--- config.mk ---
export PLATFORM = sky130hd
export DESIGN_NAME = clk_prescaler
export DESIGN_NICKNAME = d
export VERILOG_FILES = /design/src/rtl/ckp_pkg.sv /design/src/rtl/ckp_wr_gate.sv /design/src/rtl/ckp_phase_div.sv /design/src/rtl/ckp_pin_mux.sv /design/src/rtl/clk_prescaler.sv
export SDC_FILE = /design/constraint.sdc
export NUM_CORES = 1
export LEC_CHECK = 0
export ABC_AREA = 1
export BUFFER_PORTS_ARGS = -buffer_cell sky130_fd_sc_hd__buf_2
export CAP_MARGIN = 40
export CORE_MARGIN = 2
export CORE_UTILIZATION = 45
export DETAILED_ROUTE_END_ITERATION = 8
export GPL_TIMING_DRIVEN = 0
export SLEW_MARGIN = 0
export SYNTH_ARGS = -nofsm -noshare
export SYNTH_HDL_FRONTEND = slang
export SYNTH_SLANG_ARGS = --single-unit
--- constraint.sdc ---
create_clock -name clk_i -period 3.2 [get_ports clk_i]
set_clock_uncertainty 0.2 [all_clocks]
set_input_delay 0.32 -clock clk_i [delete_from_list [all_inputs] [get_ports clk_i]]
set_output_delay 0.32 -clock clk_i [all_outputs]
set_load 0.05 [all_outputs]
--- src/rtl/ckp_pkg.sv ---
package ckp_pkg;
  localparam int unsigned CODE_W_DEF    = 4;
  localparam int unsigned MAX_SHIFT_DEF = 8;
  localparam int unsigned WIN_LEN_DEF   = 4;
  localparam int unsigned SH_W_DEF      = $clog2(MAX_SHIFT_DEF + 1);
endpackage

--- src/rtl/ckp_wr_gate.sv ---
module ckp_wr_gate #(
  parameter int unsigned CODE_W    = 4,
  parameter int unsigned MAX_SHIFT = 8,
  parameter int unsigned WIN_LEN   = 4,
  parameter int unsigned SH_W      = $clog2(MAX_SHIFT + 1)
) (
  input  logic              clk_i,
  input  logic              rst_ni,
  input  logic              wr_i,
  input  logic [CODE_W:0]   wdata_i,
  output logic              acc_o,
  output logic [SH_W-1:0]   shift_o
);
  localparam int unsigned WC_W = $clog2(WIN_LEN + 1);

  logic [WC_W-1:0]   win_q;
  logic [CODE_W-1:0] code;
  logic              unlock_wr, set_wr;

  assign code      = wdata_i[CODE_W-1:0];
  assign unlock_wr = wr_i &  wdata_i[CODE_W];
  assign set_wr    = wr_i & ~wdata_i[CODE_W];
  assign acc_o     = set_wr & (win_q != '0);

  // reserved codes alias to the undivided setting
  assign shift_o = (32'(code) > MAX_SHIFT) ? '0 : SH_W'(code);

  always_ff @(posedge clk_i or negedge rst_ni) begin
    if (!rst_ni)             win_q <= '0;
    else if (unlock_wr)      win_q <= WC_W'(WIN_LEN);
    else if (acc_o)          win_q <= '0;
    else if (win_q != '0)    win_q <= win_q - 1'b1;
  end
endmodule

--- src/rtl/ckp_phase_div.sv ---
module ckp_phase_div #(
  parameter int unsigned MAX_SHIFT = 8,
  parameter int unsigned SH_W      = $clog2(MAX_SHIFT + 1)
) (
  input  logic            clk_i,
  input  logic            rst_ni,
  input  logic            acc_i,
  input  logic [SH_W-1:0] shift_i,
  output logic            sclk_o,
  output logic            clk_en_o,
  output logic [SH_W-1:0] cur_o
);
  logic [MAX_SHIFT-1:0] cnt_q, lim;
  logic [SH_W-1:0]      cur_q, pend_q;
  logic                 pend_vld_q, sclk_q, last, apply;

  assign lim   = ~({MAX_SHIFT{1'b1}} << cur_q);
  assign last  = (cnt_q >= lim);
  // switch only where a low phase completes
  assign apply = last & ~sclk_q & pend_vld_q;

  // free-running phase counter: no reset so the clock keeps running in reset
  always_ff @(posedge clk_i) begin
    if (last) begin
      cnt_q  <= '0;
      sclk_q <= ~sclk_q;
    end else begin
      cnt_q  <= cnt_q + 1'b1;
    end
  end

  always_ff @(posedge clk_i or negedge rst_ni) begin
    if (!rst_ni) begin
      cur_q      <= '0;
      pend_q     <= '0;
      pend_vld_q <= 1'b0;
    end else begin
      if (apply) cur_q <= pend_q;
      if (acc_i) begin
        pend_q     <= shift_i;
        pend_vld_q <= 1'b1;
      end else if (apply) begin
        pend_vld_q <= 1'b0;
      end
    end
  end

  assign sclk_o   = sclk_q;
  assign clk_en_o = last & ~sclk_q;
  assign cur_o    = cur_q;
endmodule

--- src/rtl/ckp_pin_mux.sv ---
module ckp_pin_mux #(
  parameter bit HAS_CLKO = 1'b1
) (
  input  logic sclk_i,
  input  logic clko_en_i,
  input  logic io_out_i,
  output logic pin_o
);
  generate
    if (HAS_CLKO) begin : g_clko
      assign pin_o = clko_en_i ? sclk_i : io_out_i;
    end else begin : g_io_only
      assign pin_o = io_out_i;
    end
  endgenerate
endmodule

--- src/rtl/clk_prescaler.sv ---
module clk_prescaler
  import ckp_pkg::*;
#(
  parameter int unsigned CODE_W    = CODE_W_DEF,
  parameter int unsigned MAX_SHIFT = MAX_SHIFT_DEF,
  parameter int unsigned WIN_LEN   = WIN_LEN_DEF,
  parameter bit          HAS_CLKO  = 1'b1
) (
  input  logic            clk_i,
  input  logic            rst_ni,
  input  logic            wr_i,
  input  logic [CODE_W:0] wdata_i,
  input  logic            clko_en_i,
  input  logic            io_out_i,
  output logic            sclk_o,
  output logic            clk_en_o,
  output logic            clko_o
);
  localparam int unsigned SH_W = $clog2(MAX_SHIFT + 1);

  logic            acc;
  logic [SH_W-1:0] shift, cur_shift;

  ckp_wr_gate #(
    .CODE_W(CODE_W), .MAX_SHIFT(MAX_SHIFT), .WIN_LEN(WIN_LEN), .SH_W(SH_W)
  ) u_gate (
    .clk_i(clk_i), .rst_ni(rst_ni), .wr_i(wr_i), .wdata_i(wdata_i),
    .acc_o(acc), .shift_o(shift)
  );

  ckp_phase_div #(
    .MAX_SHIFT(MAX_SHIFT), .SH_W(SH_W)
  ) u_div (
    .clk_i(clk_i), .rst_ni(rst_ni), .acc_i(acc), .shift_i(shift),
    .sclk_o(sclk_o), .clk_en_o(clk_en_o), .cur_o(cur_shift)
  );

  ckp_pin_mux #(
    .HAS_CLKO(HAS_CLKO)
  ) u_pin (
    .sclk_i(sclk_o), .clko_en_i(clko_en_i), .io_out_i(io_out_i), .pin_o(clko_o)
  );
endmodule

* Word level (Yosys, flattened, before mapping)
Cells that the tools add are included. W data, S select, Z words.
Storage, ports and cells: input bits 10, flip-flop bits (word level) 21, logic and storage cells 29, output and inout port bits 3
Cells by class: shifts and indexed selects 1, reductions and logical operators 3, magnitude comparators 2, bitwise logic cells 8, muxes and demuxes 7, add/subtract/negate cells 2
Operator list (count):
- $mux W3 | 3
- $add A8 B1 Y8 const B | 1
- $ge A8 B8 Y1 | 1
- $not A8 Y8 | 1
- $shl A8 B4 Y8 const A | 1
- $reduce_bool A3 Y1 | 2
- $and A1 B1 Y1 | 5
- $gt A4 B4 Y1 const B | 1
- $mux W4 | 1
- $mux W1 | 3
- $sub A3 B1 Y3 const B | 1
- $not A1 Y1 | 2
- $reduce_bool A2 Y1 | 1

* Logic depth before layout (Yosys ltp)
Gate-level depths: netlist (run 1).
word-level depth 7, depth in mapped cells 15, mapped depth without buffers 15

* Modules after synthesis
A second synthesis (run 1) with hierarchy kept.
Unflattened totals: cell total of the unflattened synthesis 156, area total of the unflattened synthesis 1171.1 sq um
By module, submodules not included:
- ckp_phase_div | area an instance 942.2 sq um, times used 1, cells an instance 119, sequential area each 415.4 sq um
- ckp_wr_gate | area an instance 214.0 sq um, times used 1, cells an instance 33, sequential area each 75.1 sq um
- ckp_pin_mux | area an instance 15.0 sq um, times used 1, cells an instance 4, sequential area each 0.0 sq um

* Worst setup path after synthesis (run 1)
Ideal clock, no wire load.
kind reg-to-output, from reg u_div.sclk_q (netlist: u_div.sclk_o), to out clko_o, arrival 1.780 ns, cell stages (with the launch flop) 3, slack 0.900 ns, required time 2.680 ns, buffers on the path 0, path through edfxtp_1 clkinv_1 a21oi_1
On the way: longest elaborated chain between the ends 1
Ends and longest elaborated chain:
- from (decl) | line ckp_phase_div.sv:15 | logic pend_vld_q, sclk_q, last, apply;
- from (signal assigned) | line ckp_phase_div.sv:26 | sclk_q <= ~sclk_q;
- $mux W1 | line ckp_pin_mux.sv:11 | assign pin_o = clko_en_i ? sclk_i : io_out_i;
- to (decl) | line clk_prescaler.sv:17 | output logic clko_o
Every way passes these cells.

* Worst setup path in the final report (run 1)
from reg u_div.cur_q[3] (netlist: u_div.cur_o[3]), to out clk_en_o
On the way: longest elaborated chain between the ends 4
Ends and longest elaborated chain:
- from (decl) | line ckp_phase_div.sv:14 | logic [SH_W-1:0] cur_q, pend_q;
- from (signal assigned) | line ckp_phase_div.sv:38 | if (apply) cur_q <= pend_q;
- $shl A8 B4 Y8 | line ckp_phase_div.sv:17 | assign lim = ~({MAX_SHIFT{1'b1}} << cur_q);
- $not A8 Y8 | line ckp_phase_div.sv:17
- $ge A8 B8 Y1 | line ckp_phase_div.sv:18 | assign last = (cnt_q >= lim);
- $and A1 B1 Y1 | line ckp_phase_div.sv:49 | assign clk_en_o = last & ~sclk_q;
- to (decl) | line clk_prescaler.sv:16 | output logic clk_en_o,
Every way passes these cells.

==> tab_implementation.tex, run 1 <==
\begin{tabular}{lr}
\hline
Metric & Value \\
\hline
\multicolumn{2}{l}{\textbf{CTS}} \\
\quad Clock tree root buffer cell & sky130\_fd\_sc\_hd\_\_clkbuf\_4 \\
\quad Post-cts resize count & 0 \\
\quad Count of H-tree levels built during CTS & 1 \\
\quad Quantity of hold-fixing buffers added after cts & 1 \\
\quad Clock buffer count from CTS & 3 \\
\quad CTS sink cnt & 21 \\
\quad Buffer depth of the longest clock path & 2 \\
\quad Count of buffers added by post-CTS timing repair for setup & 0 \\
\quad Clock latency on the worst-skew pair & 300 ps \\
\quad Clock slew at reported path FFs & 120 ps \\
\quad TritonCTS clock tree & built \\
\multicolumn{2}{l}{\textbf{Routing}} \\
\quad Count of nets left with antenna violations after detail routing & 0 \\
\quad Detailed router's first-iteration violation count & 10 \\
\quad Routed wire per std cell & 10.2 um \\
\quad Wire length after detailed routing & 1960 um \\
\quad Via count of the routed design & 926 \\
\quad Number of iterations in the first detailed-routing pass & 4 \\
\quad Residual DRC & 0 \\
\quad Vias per cell & 4.85 \\
\multicolumn{2}{l}{\textbf{Pwr}} \\
\quad Switching power total & 0.725 mW \\
\quad Power, Total & 1.48 mW \\
\quad Power density over the cells & 1130 nW/um2 \\
\quad Flop pwr share & 29.3\% \\
\quad Fraction of power spent switching nets & 48.8\% \\
\quad Worst IR Drop VDD & 1040 uV \\
\quad Proportion of power drawn by combinational gates & 62.3\% \\
\quad Share of total power in the clock network & 8.4\% \\
\quad Static Leak & 0.704 nW \\
\quad Internal power & 0.759 mW \\
\multicolumn{2}{l}{\textbf{Timing}} \\
\quad Final hold vios & 0 \\
\quad Post-route setup TNS & 0 ps \\
\quad Number of failing setup endpoints in the final timing report & 0 \\
\quad RSZ-0062 raised after global routing & false \\
\quad Worst-margin pin slew & 278 ps \\
\quad Fin crit share & 84.0\% \\
\quad Final count of pins violating max slew & 0 \\
\quad Tightest slew margin relative to the limit & 81.3\% \\
\quad Peak clock frequency supported by timing & 372 MHz \\
\quad Final critical path time including I/O delays and setup & 2690 ps \\
\multicolumn{2}{l}{\textbf{Global route}} \\
\quad Global-route wire length before repair & 3220 um \\
\quad GRT Overall Usage & 14.9\% \\
\quad Pin count of the biggest net entering global routing & 13 \\
\quad Number of antenna violations at the first check in global routing & 0 \\
\quad Number of global-route vias before repair & 791 \\
\quad Final global-route overflow total & 0 \\
\multicolumn{2}{l}{\textbf{Place}} \\
\quad Estimated wirelength of the detail-placed design & 1560 um \\
\quad Count of buffers inserted at the top-level ports & 12 \\
\quad Placed cell area & 1270 um2 \\
\quad RePlAce Congestion & 0.724 \\
\multicolumn{2}{l}{\textbf{Logic synthesis}} \\
\quad Sequential cell area fraction in the yosys report & 41.8\% \\
\quad Average cell area after synthesis & 8.15 um2 \\
\quad Most area-consuming cells after synthesis & sky130\_fd\_sc\_hd\_\_dfrtp\_1, sky130\_fd\_sc\_hd\_\_dfxtp\_1, sky130\_fd\_sc\_hd\_\_nand2\_1, sky130\_fd\_sc\_hd\_\_ha\_1, sky130\_fd\_sc\_hd\_\_inv\_1 \\
\quad Leading area contributor after synthesis & sky130\_fd\_sc\_hd\_\_dfrtp\_1 \\
\quad Number of distinct library cell variants in the gate-level netlist after synthesis & 26 \\
\quad Synthesized instance count & 144 \\
\quad Top cell type's share of synthesized area & 25.6\% \\
\quad Net count after synthesis & 165 \\
\quad Post-synthesis register bit count & 21 \\
\quad Area of the mapped netlist & 1170 um2 \\
\quad Yosys warning total & 0 \\
\multicolumn{2}{l}{\textbf{Finish}} \\
\quad Fillcell total & 246 \\
\quad Synth-to-Final Area Change & 11.5\% \\
\quad Ant diodes & 0 \\
\quad Post-route design area & 1310 um2 \\
\quad Post-layout util & 52.8\% \\
\quad Fraction of layout cells with a size suffix above 1 & 16.1\% \\
\quad Final-stage net count & 183 \\
\multicolumn{2}{l}{\textbf{Floorplanning}} \\
\quad Cell Rows & 18 \\
\quad Width of the die & 55.1 um \\
\quad Floorplan die area & 3030 um2 \\
\quad Die Ht & 55.1 um \\
\quad Count of pins on the block boundary & 13 \\
\quad Starting density of the core & 47.4\% \\
\quad Core ar. & 2480 um2 \\
\multicolumn{2}{l}{\textbf{Critical path}} \\
\quad Critical path start-end classification & reg -> out \\
\quad Required arrival time at the worst endpoint & 2680 ps \\
\quad Cell at the slowest stage of the critical path & sky130\_fd\_sc\_hd\_\_dfrtp\_1 \\
\quad Setup slack, reg-to-reg & 1100 ps \\
\quad Most frequent cell on the critical path & sky130\_fd\_sc\_hd\_\_nand2\_1 \\
\quad Crit-path cells & inv\_1 -> nand2\_1 -> nor2\_1 -> nand2\_1 -> ha\_1 -> nand2\_1 -> nor2\_1 -> nor2\_1 -> nand2\_1 -> nand2\_2 -> nand2\_4 -> nand2\_1 -> inv\_1 -> buf\_2 \\
\quad Data arrival time of the critical path & 2170 ps \\
\quad CP max FO & 6 \\
\quad Max stage delay on crit path & 420 ps \\
\quad Type of element launching the critical path & register \\
\quad Kind of end point of the critical path & output port \\
\multicolumn{2}{l}{\textbf{Status}} \\
\quad Result of the run & finished clean \\
\multicolumn{2}{l}{\textbf{Hold path}} \\
\quad Min-delay worst type & in -> reg \\
\multicolumn{2}{l}{\textbf{Flow run}} \\
\quad Max Cap Viol & 0 \\
\hline
\end{tabular}
[critical path: cells and delay by family (launching register included)]
| family | cells | cell delay, ps |
|---|---|---|
| AND/OR/NAND/NOR | 10 | 770 |
| flip-flops | 1 | 420 |
| buffers and inverters | 3 | 400 |
| adder cells (fa/ha/maj) | 1 | 280 |
[final timing paths]
check,from,to,cells after the start
worst min-delay path,wdata_i[0],u_div.pend_q[0],3
worst max register to register,u_div.cur_o[3],u_div.sclk_o,12
worst min register to register,u_div.cnt_q[0],u_div.cnt_q[0],1
min in group asynchronous,rst_ni,u_div.cur_o[2],2
max in group asynchronous,rst_ni,u_gate.win_q[0],2
worst max-delay path,u_div.cur_o[3],clk_en_o,14
[cells by family after synthesis]
kind of cell    after synthesis  synth area share (%)
simple gates                 74                  29.4
buf+inv                      23                  8.74
flops                        21                  41.8
compound gates               11                  5.33
fa+ha+maj                    11                  11.7
xor+xnor                      4                  2.99
[placed cells by master, fill, tap and decap left out, types with 3 or more instances in the layout]
| cell | n |
|---|---|
| sky130_fd_sc_hd__nor3_2 | 3 |
| sky130_fd_sc_hd__ha_1 | 11 |
| sky130_fd_sc_hd__nand2_1 | 40 |
| sky130_fd_sc_hd__a21oi_1 | 4 |
| sky130_fd_sc_hd__clkbuf_4 | 3 |
| sky130_fd_sc_hd__nand4_1 | 4 |
| sky130_fd_sc_hd__dfxtp_1 | 8 |
| sky130_fd_sc_hd__dfrtp_1 | 12 |
| sky130_fd_sc_hd__nor2_1 | 15 |
| sky130_fd_sc_hd__inv_1 | 21 |
| sky130_fd_sc_hd__buf_2 | 12 |
| sky130_fd_sc_hd__xor2_1 | 3 |
| sky130_fd_sc_hd__o21ai_0 | 4 |
| sky130_fd_sc_hd__nand3_1 | 5 |
[power by group through the flow]
| stage | registers, mW | logic (mW) | clock network, mW |
|---|---|---|---|
| after floorplan | 0.447 | 0.747 | 0 |
| after global placement | 0.439 | 0.922 | 0 |
| after detailed placement | 0.440 | 0.950 | 0 |
| after CTS | 0.434 | 0.954 | 0.134 |
| after global routing | 0.450 | 1.04 | 0.146 |
| final | 0.434 | 0.925 | 0.125 |
[cell type report]
type                            instances  area, um2  share of cell area, %
Clock buffer                            3       22.5                   1.72
Timing Repair Buffer                   13       70.1                   5.35
Tap cell                               30       37.5                   2.87
Buffer                                  1       20.0                   1.53
Sequential cell                        21        490                   37.5
Inverter                               22       82.6                   6.31
Clock inverter                          1       5.00                  0.382
Multi-Input combinational cell        100        581                   44.4
[synth_stat cells (all sizes together)]
| master | number |
|---|---|
| buf | 1 |
| a21o | 1 |
| a31oi | 1 |
| dfrtp | 12 |
| dfxtp | 8 |
| nor4 | 1 |
| clkinv | 1 |
| xnor2 | 1 |
| inv | 21 |
| o221ai | 1 |
| nand3 | 6 |
| ha | 11 |
| nor3 | 3 |
| nand2 | 42 |
| nor2 | 16 |
| edfxtp | 1 |
| or2 | 1 |
| o21ai | 4 |
| a21oi | 4 |
| xor2 | 3 |
| nand4 | 5 |
[state kept, by name (all words and copies together) (netlist names)]
signal	count
u_div.cnt_q	8
u_div.sclk_o	1
u_gate.win_q	3
u_div.cur_o	4
u_div.pend_q	4
u_div.pend_vld_q	1
[through the flow]
stage	setup WS, ps	hold slack (ps)	std cells
final	511	53.1	191
after global routing	287	55.6	191
after CTS	463	40.3	191
after detailed placement	823	13.1	186
after global placement	871	8.00	186
after floorplan	900	-176	144
[routing by layer]
layer  part of all wire [%]  wire, um  global-route usage, %  vias to the layer above
li1                       -         -                      -                      497
met5                      0         0                      0                        -
met3                    3.1        60                   3.23                        2
met4                   0.66        13                   6.10                        0
met1                     48       938                   18.2                      416
met2                     48       943                   25.4                       11
(Power assumes the default switching activity.)
==> run 2, diff against run 1 <==
--- a/config.mk
+++ b/config.mk
@@ -5,13 +5,14 @@
 export SDC_FILE = /design/constraint.sdc
 export NUM_CORES = 1
 export LEC_CHECK = 0
-export ABC_AREA = 1
+export ABC_AREA = 0
 export BUFFER_PORTS_ARGS = -buffer_cell sky130_fd_sc_hd__buf_2
 export CAP_MARGIN = 40
 export CORE_MARGIN = 2
 export CORE_UTILIZATION = 45
 export DETAILED_ROUTE_END_ITERATION = 8
 export GPL_TIMING_DRIVEN = 0
+export PLACE_DENSITY = 0.67
 export SLEW_MARGIN = 0
 export SYNTH_ARGS = -nofsm -noshare
 export SYNTH_HDL_FRONTEND = slang
==> constraint.sdc (replaced) <==
create_clock -name clk_i -period 2.4 [get_ports clk_i]
set_clock_uncertainty 0.2 [all_clocks]
set_input_delay 0.24 -clock clk_i [delete_from_list [all_inputs] [get_ports clk_i]]
set_output_delay 0.24 -clock clk_i [all_outputs]
set_load 0.05 [all_outputs]
==> run 2 against run 1 <==
The flow now finishes with violations (hold timing, setup timing). Non-clock buffer count grew 18. Utilization grew 8.0 points. Design area grew 13%. Sequential cell count is the same. Clock-buffer cell count is the same. Die area shrank 3.4%. Sequential share of layout area shrank 4.0 points. Synthesized cell count shrank 22%. Sequential power grew 35%. Via count shrank 5.0%. First-iteration DRC count grew 90%. Final cell count shrank 8.4%.
==> tab_implementation.tex, run 2 <==
\begin{tabular}{lr}
\hline
Metric & Value \\
\hline
\multicolumn{2}{l}{\textbf{Timing}} \\
\quad Number of failing setup endpoints in the final timing report & 5 \\
\quad Fin crit share & 114\% \\
\quad Post-route setup TNS & -557 ps \\
\quad Final hold vios & 1 \\
\quad Peak clock frequency supported by timing & 366 MHz \\
\quad Setup WS post-layout & -330 ps \\
\quad Worst-margin pin slew & 299 ps \\
\quad RSZ-0062 raised after global routing & true \\
\quad Tightest slew margin relative to the limit & 79.9\% \\
\quad Worst slack on hold paths & -0.114 ps \\
\quad Final critical path time including I/O delays and setup & 2730 ps \\
\quad Final count of pins violating max slew & 0 \\
\multicolumn{2}{l}{\textbf{Routing}} \\
\quad Number of iterations in the first detailed-routing pass & 3 \\
\quad Wire length after detailed routing & 2320 um \\
\quad Highest metal layer with signal wires & met4 \\
\quad Wl on met1 & 939 um \\
\quad Detailed route wirelength on metal2 & 1290 um \\
\quad Routed wire per std cell & 13.2 um \\
\quad Detailed router's first-iteration violation count & 19 \\
\quad Routed wire length on met3 & 40 um \\
\quad Via count of the routed design & 880 \\
\quad Vias per cell & 5.03 \\
\quad Residual DRC & 0 \\
\quad Count of nets left with antenna violations after detail routing & 0 \\
\multicolumn{2}{l}{\textbf{Logic synthesis}} \\
\quad Leading area contributor after synthesis & sky130\_fd\_sc\_hd\_\_dfrtp\_1 \\
\quad Sequential cell area fraction in the yosys report & 43.4\% \\
\quad Most area-consuming cells after synthesis & sky130\_fd\_sc\_hd\_\_dfrtp\_1, sky130\_fd\_sc\_hd\_\_dfxtp\_1, sky130\_fd\_sc\_hd\_\_ha\_1, sky130\_fd\_sc\_hd\_\_mux2\_4, sky130\_fd\_sc\_hd\_\_nor2\_1 \\
\quad Post-synth top flop & sky130\_fd\_sc\_hd\_\_dfrtp\_1 \\
\quad Leading post-synthesis cells by instance count & sky130\_fd\_sc\_hd\_\_nor2\_1, sky130\_fd\_sc\_hd\_\_dfrtp\_1, sky130\_fd\_sc\_hd\_\_ha\_1, sky130\_fd\_sc\_hd\_\_nand2\_1 \\
\quad Async SR Flop Fraction & 57.1\% \\
\quad Yosys warning total & 0 \\
\quad Average cell area after synthesis & 10.1 um2 \\
\quad EDFF count, synth & 1 \\
\quad Net count after synthesis & 133 \\
\quad Area of the mapped netlist & 1130 um2 \\
\quad Post-synthesis register bit count & 21 \\
\quad Most frequently used cell type in the post-synthesis netlist & sky130\_fd\_sc\_hd\_\_nor2\_1 \\
\quad Number of distinct library cell variants in the gate-level netlist after synthesis & 32 \\
\quad Synthesized instance count & 112 \\
\quad Top cell type's share of synthesized area & 26.5\% \\
\multicolumn{2}{l}{\textbf{Floorplanning}} \\
\quad Die Ht & 54.1 um \\
\quad Starting density of the core & 46.5\% \\
\quad Width of the die & 54.1 um \\
\quad Cell Rows & 18 \\
\quad Core ar. & 2430 um2 \\
\quad Floorplan die area & 2930 um2 \\
\quad Count of pins on the block boundary & 13 \\
\multicolumn{2}{l}{\textbf{Global route}} \\
\quad Global-route wire length before repair & 3700 um \\
\quad GRT Overall Usage & 18.3\% \\
\quad Final global-route overflow total & 0 \\
\quad Number of global-route vias before repair & 859 \\
\quad Pin count of the biggest net entering global routing & 13 \\
\quad Number of antenna violations at the first check in global routing & 0 \\
\multicolumn{2}{l}{\textbf{Finish}} \\
\quad Fillcell total & 219 \\
\quad Largest register by flop count & u\_div.cnt\_q \\
\quad Final-stage net count & 167 \\
\quad Synth-to-Final Area Change & 30.8\% \\
\quad Ant diodes & 0 \\
\quad Cell Count, Final, Fillers Out & 175 \\
\quad Commonest cells after routing, fill and taps aside & sky130\_fd\_sc\_hd\_\_buf\_4, sky130\_fd\_sc\_hd\_\_buf\_2, sky130\_fd\_sc\_hd\_\_nand2\_1, sky130\_fd\_sc\_hd\_\_nor2\_1, sky130\_fd\_sc\_hd\_\_ha\_1 \\
\quad Fraction of layout cells with a size suffix above 1 & 35.9\% \\
\quad Number of flip-flops in the largest register & 8 \\
\multicolumn{2}{l}{\textbf{Place}} \\
\quad Count of buffers inserted at the top-level ports & 12 \\
\quad Dpl cells & 154 \\
\quad Minimum setup slack after placement & -345 ps \\
\quad Estimated wirelength of the detail-placed design & 1480 um \\
\quad RePlAce Congestion & 0.766 \\
\multicolumn{2}{l}{\textbf{Hold path}} \\
\quad Worst Hold Endpoint & u\_div.pend\_q[0] \\
\quad Min-delay worst type & in -> reg \\
\quad Critical hold path startpoint & wdata\_i[3] \\
\quad Worst Hold Depth & 3 \\
\multicolumn{2}{l}{\textbf{CTS}} \\
\quad Clock latency on the worst-skew pair & 310 ps \\
\quad TritonCTS clock tree & built \\
\quad Clock buffer count from CTS & 3 \\
\quad Buffer depth of the longest clock path & 2 \\
\quad CTS sink cnt & 21 \\
\quad Clock tree root buffer cell & sky130\_fd\_sc\_hd\_\_clkbuf\_4 \\
\quad Count of H-tree levels built during CTS & 1 \\
\quad Clock slew at reported path FFs & 120 ps \\
\multicolumn{2}{l}{\textbf{Critical path}} \\
\quad Crit-path cells & buf\_4 -> nor3\_2 -> ha\_1 -> a2111oi\_4 -> o41ai\_2 -> buf\_4 -> and2\_4 -> buf\_8 \\
\quad End of the worst register-to-register path & u\_div.cur\_o[2] \\
\quad Setup slack, reg-to-reg & -60 ps \\
\quad CP max FO & 4 \\
\quad Reg2reg start & u\_div.cur\_o[1] \\
\quad Max stage delay on crit path & 470 ps \\
\quad Critical path start-end classification & reg -> out \\
\quad Kind of end point of the critical path & output port \\
\quad Cell at the slowest stage of the critical path & sky130\_fd\_sc\_hd\_\_dfrtp\_2 \\
\quad Required arrival time at the worst endpoint & 1960 ps \\
\quad Cell count of the worst reg-to-reg path & 8 \\
\quad Most frequent cell on the critical path & sky130\_fd\_sc\_hd\_\_buf\_4 \\
\quad Data arrival time of the critical path & 2290 ps \\
\quad Type of element launching the critical path & register \\
\multicolumn{2}{l}{\textbf{Pwr}} \\
\quad Power density over the cells & 1220 nW/um2 \\
\quad Worst IR Drop VDD & 1060 uV \\
\quad Static Leak & 0.693 nW \\
\multicolumn{2}{l}{\textbf{Status}} \\
\quad Failing checks & hold timing, setup timing \\
\quad Result of the run & complete, but fails checks \\
\multicolumn{2}{l}{\textbf{Flow run}} \\
\quad Max Cap Viol & 0 \\
\hline
\end{tabular}
[run 2: kinds of logic (layout without fill, tap and decap cells)]
| logic type | after synthesis | after routing | share of synthesized area (%) |
|---|---|---|---|
| multiplexers | 5 | 5 | 6.31 |
| flip-flops | 21 | 21 | 43.4 |
| AND/OR/NAND/NOR | 41 | 41 | 17.7 |
| AO/OA/AOI/OAI | 17 | 17 | 11.4 |
| buffers and inverters | 11 | 44 | 4.42 |
| adder cells (fa/ha/maj) | 11 | 11 | 12.2 |
| XOR/XNOR | 6 | 6 | 4.65 |
[run 2: through the flow]
stage	cell area, um2	power [mW]	util, %
final	1480	1.81	60.8
after global routing	1480	1.95	60.8
after CTS	1440	1.73	59.1
after detailed placement	1230	1.37	50.8
after global placement	1230	1.33	50.8
after floorplan	1140	1.20	-
[run 2: per-layer routing]
metal | track usage, % | up-vias
met2 | 30.5 | 11
met1 | 21.4 | 411
met4 | 11.7 | 0
li1 | - | 453
met3 | 3.33 | 5
met5 | 0 | -
[run 2: repair_timing]
action / 4_1_cts / 5_1_grt
pin swaps: 7 / 5
gates resized for setup: 12 / 11
hold endpoints to repair: 18 / 0
setup endpoints to repair: 7 / 7
setup buffers: 12 / 2
hold buffers: 6 / 0
[run 2: how the worst max path moves through the flow]
stage,cells past startpoint,from,endpoint,slack [ps]
6_report,8,u_div.cur_o[1],clk_en_o,-330
5_1_grt,8,u_div.cur_o[1],clk_en_o,-420
4_1_cts,8,u_div.cur_o[2],clk_en_o,-310
3_5_place_dp,10,u_div.cur_o[3],clk_en_o,-340
3_3_place_gp,10,u_div.cur_o[3],clk_en_o,-330
2_1_floorplan,10,u_div.cur_o[3],u_div.cur_o[0],20
[run 2: layout make-up]
type | instances | area, um2 | share of cell area (%)
buffer | 1 | 7.51 | 0.508
timing repair buffer | 31 | 239 | 16.2
inverter | 8 | 30.0 | 2.03
sequential | 21 | 495 | 33.5
tap | 30 | 37.5 | 2.54
clock buffer | 3 | 22.5 | 1.52
clock inverter | 1 | 5.00 | 0.338
multi-input combinational | 80 | 642 | 43.4
[run 2: critical path, delay by kind of cell, from the launching register on]
| family | cells | cell delay, ps |
|---|---|---|
| AOI/OAI and AO/OA | 2 | 490 |
| and+or+nand+nor | 2 | 300 |
| adders and majority gates | 1 | 280 |
| DFF | 1 | 470 |
| buffers and inverters | 3 | 440 |
[run 2: report_power, final]
group          internal (mW)  total, mW  switching, mW
clock network         0.0623      0.173          0.110
logic                  0.542       1.05          0.506
registers              0.477      0.585          0.108
total                   1.08       1.81          0.725
==> run 3, diff against run 2 <==
--- a/config.mk
+++ b/config.mk
@@ -9,10 +9,12 @@
 export BUFFER_PORTS_ARGS = -buffer_cell sky130_fd_sc_hd__buf_2
 export CAP_MARGIN = 40
 export CORE_MARGIN = 2
-export CORE_UTILIZATION = 45
+export CORE_UTILIZATION = 51
 export DETAILED_ROUTE_END_ITERATION = 8
 export GPL_TIMING_DRIVEN = 0
-export PLACE_DENSITY = 0.67
+export HOLD_SLACK_MARGIN = 0.06
+export PLACE_DENSITY = 0.74
+export RECOVER_POWER = 100
 export SLEW_MARGIN = 0
 export SYNTH_ARGS = -nofsm -noshare
 export SYNTH_HDL_FRONTEND = slang
==> run 3 against run 2 <==
Total power is 1.7% lower. The run ends with setup timing left. Utilization is 9.3 points higher. Fmax is 0.99% higher. Final cell count stayed put. Die area is 11% lower. Via count is 4.3% higher. Register-to-register slack hardly changed. Non-clock buffer count is 2 higher. Sequential cell count stayed put.
==> tab_implementation.tex, run 3 (synthesized netlist as in run 2, its figures left out) <==
\begin{tabular}{lr}
\hline
Metric & Value \\
\hline
\multicolumn{2}{l}{\textbf{Finish}} \\
\quad Synth-to-Final Area Change & 33.1\% \\
\quad Final-stage net count & 169 \\
\quad Commonest cells after routing, fill and taps aside & sky130\_fd\_sc\_hd\_\_nor2\_1, sky130\_fd\_sc\_hd\_\_ha\_1, sky130\_fd\_sc\_hd\_\_nand2\_1, sky130\_fd\_sc\_hd\_\_buf\_4, sky130\_fd\_sc\_hd\_\_dlygate4sd3\_1 \\
\quad Fraction of layout cells with a size suffix above 1 & 32.7\% \\
\quad Post-route design area & 1510 um2 \\
\quad Ant diodes & 0 \\
\quad Number of flip-flops in the largest register & 8 \\
\quad Largest register by flop count & u\_div.cnt\_q \\
\multicolumn{2}{l}{\textbf{Timing}} \\
\quad Final count of pins violating max slew & 0 \\
\quad Post-route setup TNS & -568 ps \\
\quad Worst slack on hold paths & 99.1 ps \\
\quad RSZ-0062 raised after global routing & true \\
\quad Final hold vios & 0 \\
\quad Final critical path time including I/O delays and setup & 2700 ps \\
\quad Peak clock frequency supported by timing & 370 MHz \\
\quad Fin crit share & 113\% \\
\quad Tightest slew margin relative to the limit & 58.0\% \\
\quad Setup WS post-layout & -303 ps \\
\quad Worst-margin pin slew & 630 ps \\
\quad Number of failing setup endpoints in the final timing report & 5 \\
\multicolumn{2}{l}{\textbf{Critical path}} \\
\quad Reg2reg start & u\_div.cur\_o[0] \\
\quad Kind of end point of the critical path & output port \\
\quad Cell at the slowest stage of the critical path & sky130\_fd\_sc\_hd\_\_dfrtp\_2 \\
\quad Data arrival time of the critical path & 2260 ps \\
\quad Crit-path cells & buf\_6 -> nor3\_4 -> ha\_1 -> a2111oi\_4 -> o41ai\_2 -> buf\_4 -> and2\_4 -> buf\_6 \\
\quad Most frequent cell on the critical path & sky130\_fd\_sc\_hd\_\_buf\_6 \\
\quad Required arrival time at the worst endpoint & 1960 ps \\
\quad Critical path start-end classification & reg -> out \\
\quad CP max FO & 4 \\
\quad Critical Path Start & u\_div.cur\_o[1] \\
\quad Max stage delay on crit path & 470 ps \\
\quad Type of element launching the critical path & register \\
\quad Largest delay share family, worst path & compound AO/OA/AOI/OAI gates \\
\quad Buffering stage count on the worst path with inverters included & 3 \\
\multicolumn{2}{l}{\textbf{Routing}} \\
\quad Wire length after detailed routing & 2110 um \\
\quad Number of iterations in the first detailed-routing pass & 3 \\
\quad Residual DRC & 0 \\
\quad Count of nets left with antenna violations after detail routing & 0 \\
\quad Detailed router's first-iteration violation count & 8 \\
\quad Via count of the routed design & 918 \\
\quad Vias per cell & 5.25 \\
\quad Routed wire per std cell & 12.1 um \\
\multicolumn{2}{l}{\textbf{CTS}} \\
\quad Clock slew at reported path FFs & 120 ps \\
\quad CTS sink cnt & 21 \\
\quad Count of H-tree levels built during CTS & 1 \\
\quad Clock latency on the worst-skew pair & 290 ps \\
\quad Buffer depth of the longest clock path & 2 \\
\quad Clock buffer count from CTS & 3 \\
\quad Clock tree root buffer cell & sky130\_fd\_sc\_hd\_\_clkbuf\_4 \\
\quad TritonCTS clock tree & built \\
\multicolumn{2}{l}{\textbf{Floorplanning}} \\
\quad Count of pins on the block boundary & 13 \\
\quad Floorplan die area & 2610 um2 \\
\quad Width of the die & 51.1 um \\
\quad Die Ht & 51.1 um \\
\quad Core ar. & 2150 um2 \\
\quad Cell Rows & 17 \\
\quad Starting density of the core & 52.6\% \\
\multicolumn{2}{l}{\textbf{Global route}} \\
\quad Number of antenna violations at the first check in global routing & 0 \\
\quad GRT Overall Usage & 18.4\% \\
\quad Pin count of the biggest net entering global routing & 13 \\
\quad Final global-route overflow total & 0 \\
\quad Global-route wire length before repair & 3660 um \\
\quad Number of global-route vias before repair & 880 \\
\multicolumn{2}{l}{\textbf{Status}} \\
\quad Result of the run & complete, but fails checks \\
\quad Failing checks & setup timing \\
\multicolumn{2}{l}{\textbf{Pwr}} \\
\quad Worst IR Drop VDD & 1020 uV \\
\quad Power, Total & 1.78 mW \\
\quad Power density over the cells & 1180 nW/um2 \\
\quad Static Leak & 0.692 nW \\
\multicolumn{2}{l}{\textbf{Hold path}} \\
\quad Critical hold path startpoint & wdata\_i[3] \\
\quad Min-delay worst type & in -> reg \\
\multicolumn{2}{l}{\textbf{Place}} \\
\quad Placed cell area & 1230 um2 \\
\quad Estimated wirelength of the detail-placed design & 1360 um \\
\quad Count of buffers inserted at the top-level ports & 12 \\
\quad RePlAce Congestion & 0.830 \\
\multicolumn{2}{l}{\textbf{Flow run}} \\
\quad Max Cap Viol & 0 \\
\hline
\end{tabular}
## run 3: cell types whose count changed in the layout (fill, tap and decap cells not counted)
cell / change
sky130_fd_sc_hd__buf_6: +2
sky130_fd_sc_hd__nor2_4: +1
sky130_fd_sc_hd__o21ai_2: -1
sky130_fd_sc_hd__buf_2: -3
sky130_fd_sc_hd__nor2_2: -1
sky130_fd_sc_hd__buf_4: -2
sky130_fd_sc_hd__nand2_1: -1
sky130_fd_sc_hd__nor3_4: +1
sky130_fd_sc_hd__o21ai_1: +1
sky130_fd_sc_hd__nand2_2: +1
sky130_fd_sc_hd__dlygate4sd3_1: +3
sky130_fd_sc_hd__clkbuf_1: +3
sky130_fd_sc_hd__buf_8: -1
sky130_fd_sc_hd__nor3_2: -1
## run 3: final timing paths
kind                                         to  slack (ps)  cells after the start
worst max register to register   u_div.cur_o[0]         -70                     10
worst max-delay path                   clk_en_o        -300                      8
worst min-delay path            u_div.pend_q[3]         100                      3
min in group asynchronous       u_div.pend_q[2]         260                      2
max in group asynchronous        u_div.cur_o[1]        1300                      2
worst min register to register  u_gate.win_q[0]         300                      1
## run 3: stage by stage
step	utilization, %	worst slack [ps]	cells
final	70.1	-303	175
after global routing	70.1	-391	175
after CTS	68.4	-270	174
after detailed placement	57.4	-324	152
after global placement	57.4	-318	152
after floorplan	-	19.1	112
## run 3: worst reg2reg max path: stages, from the launching register on
cell and delay [ps]:
sky130_fd_sc_hd__dfrtp_2 440, sky130_fd_sc_hd__nor2_4 60, sky130_fd_sc_hd__buf_4 140, sky130_fd_sc_hd__nor2b_4 100, sky130_fd_sc_hd__nor2_2 40, sky130_fd_sc_hd__ha_1 260
sky130_fd_sc_hd__nand2_1 60, sky130_fd_sc_hd__o41ai_2 370, sky130_fd_sc_hd__buf_4 170, sky130_fd_sc_hd__and3_4 230, sky130_fd_sc_hd__mux2_4 310
## run 3: area by class of cell
type | instances | area, um2
Tap cell | 28 | 35.0
Fill cell | 174 | 643
Clock buffer | 3 | 22.5
Inverter | 8 | 30.0
Clock inverter | 1 | 5.00
Multi-Input combinational cell | 80 | 652
Sequential cell | 21 | 495
Timing Repair Buffer | 33 | 258
Buffer | 1 | 7.51
## run 3: metal layers
metal / vias to the layer above / wire, um / track usage (%) / share of wire [%]
met5: - / 0 / 0 / 0
met4: 0 / 14 / 5.41 / 0.66
met2: 8 / 1060 / 31.8 / 50
li1: 461 / - / - / -
met1: 447 / 1000 / 24.3 / 47
met3: 2 / 36 / 1.75 / 1.7
## run 3: repair_timing
item	in CTS	in global routing
endpoints found under the setup margin	7	5
resized for setup	14	9
setup buffers	11	1
hold buffers	9	0
pin swaps	5	3
endpoints found under the hold margin	19	0
cloned	0	0
## run 3: report_power, final
group          internal [mW]  total [mW]  switching, mW
clock network         0.0618       0.161         0.0996
registers              0.477       0.593          0.116
logic                  0.527        1.02          0.495
total                   1.07        1.78          0.710
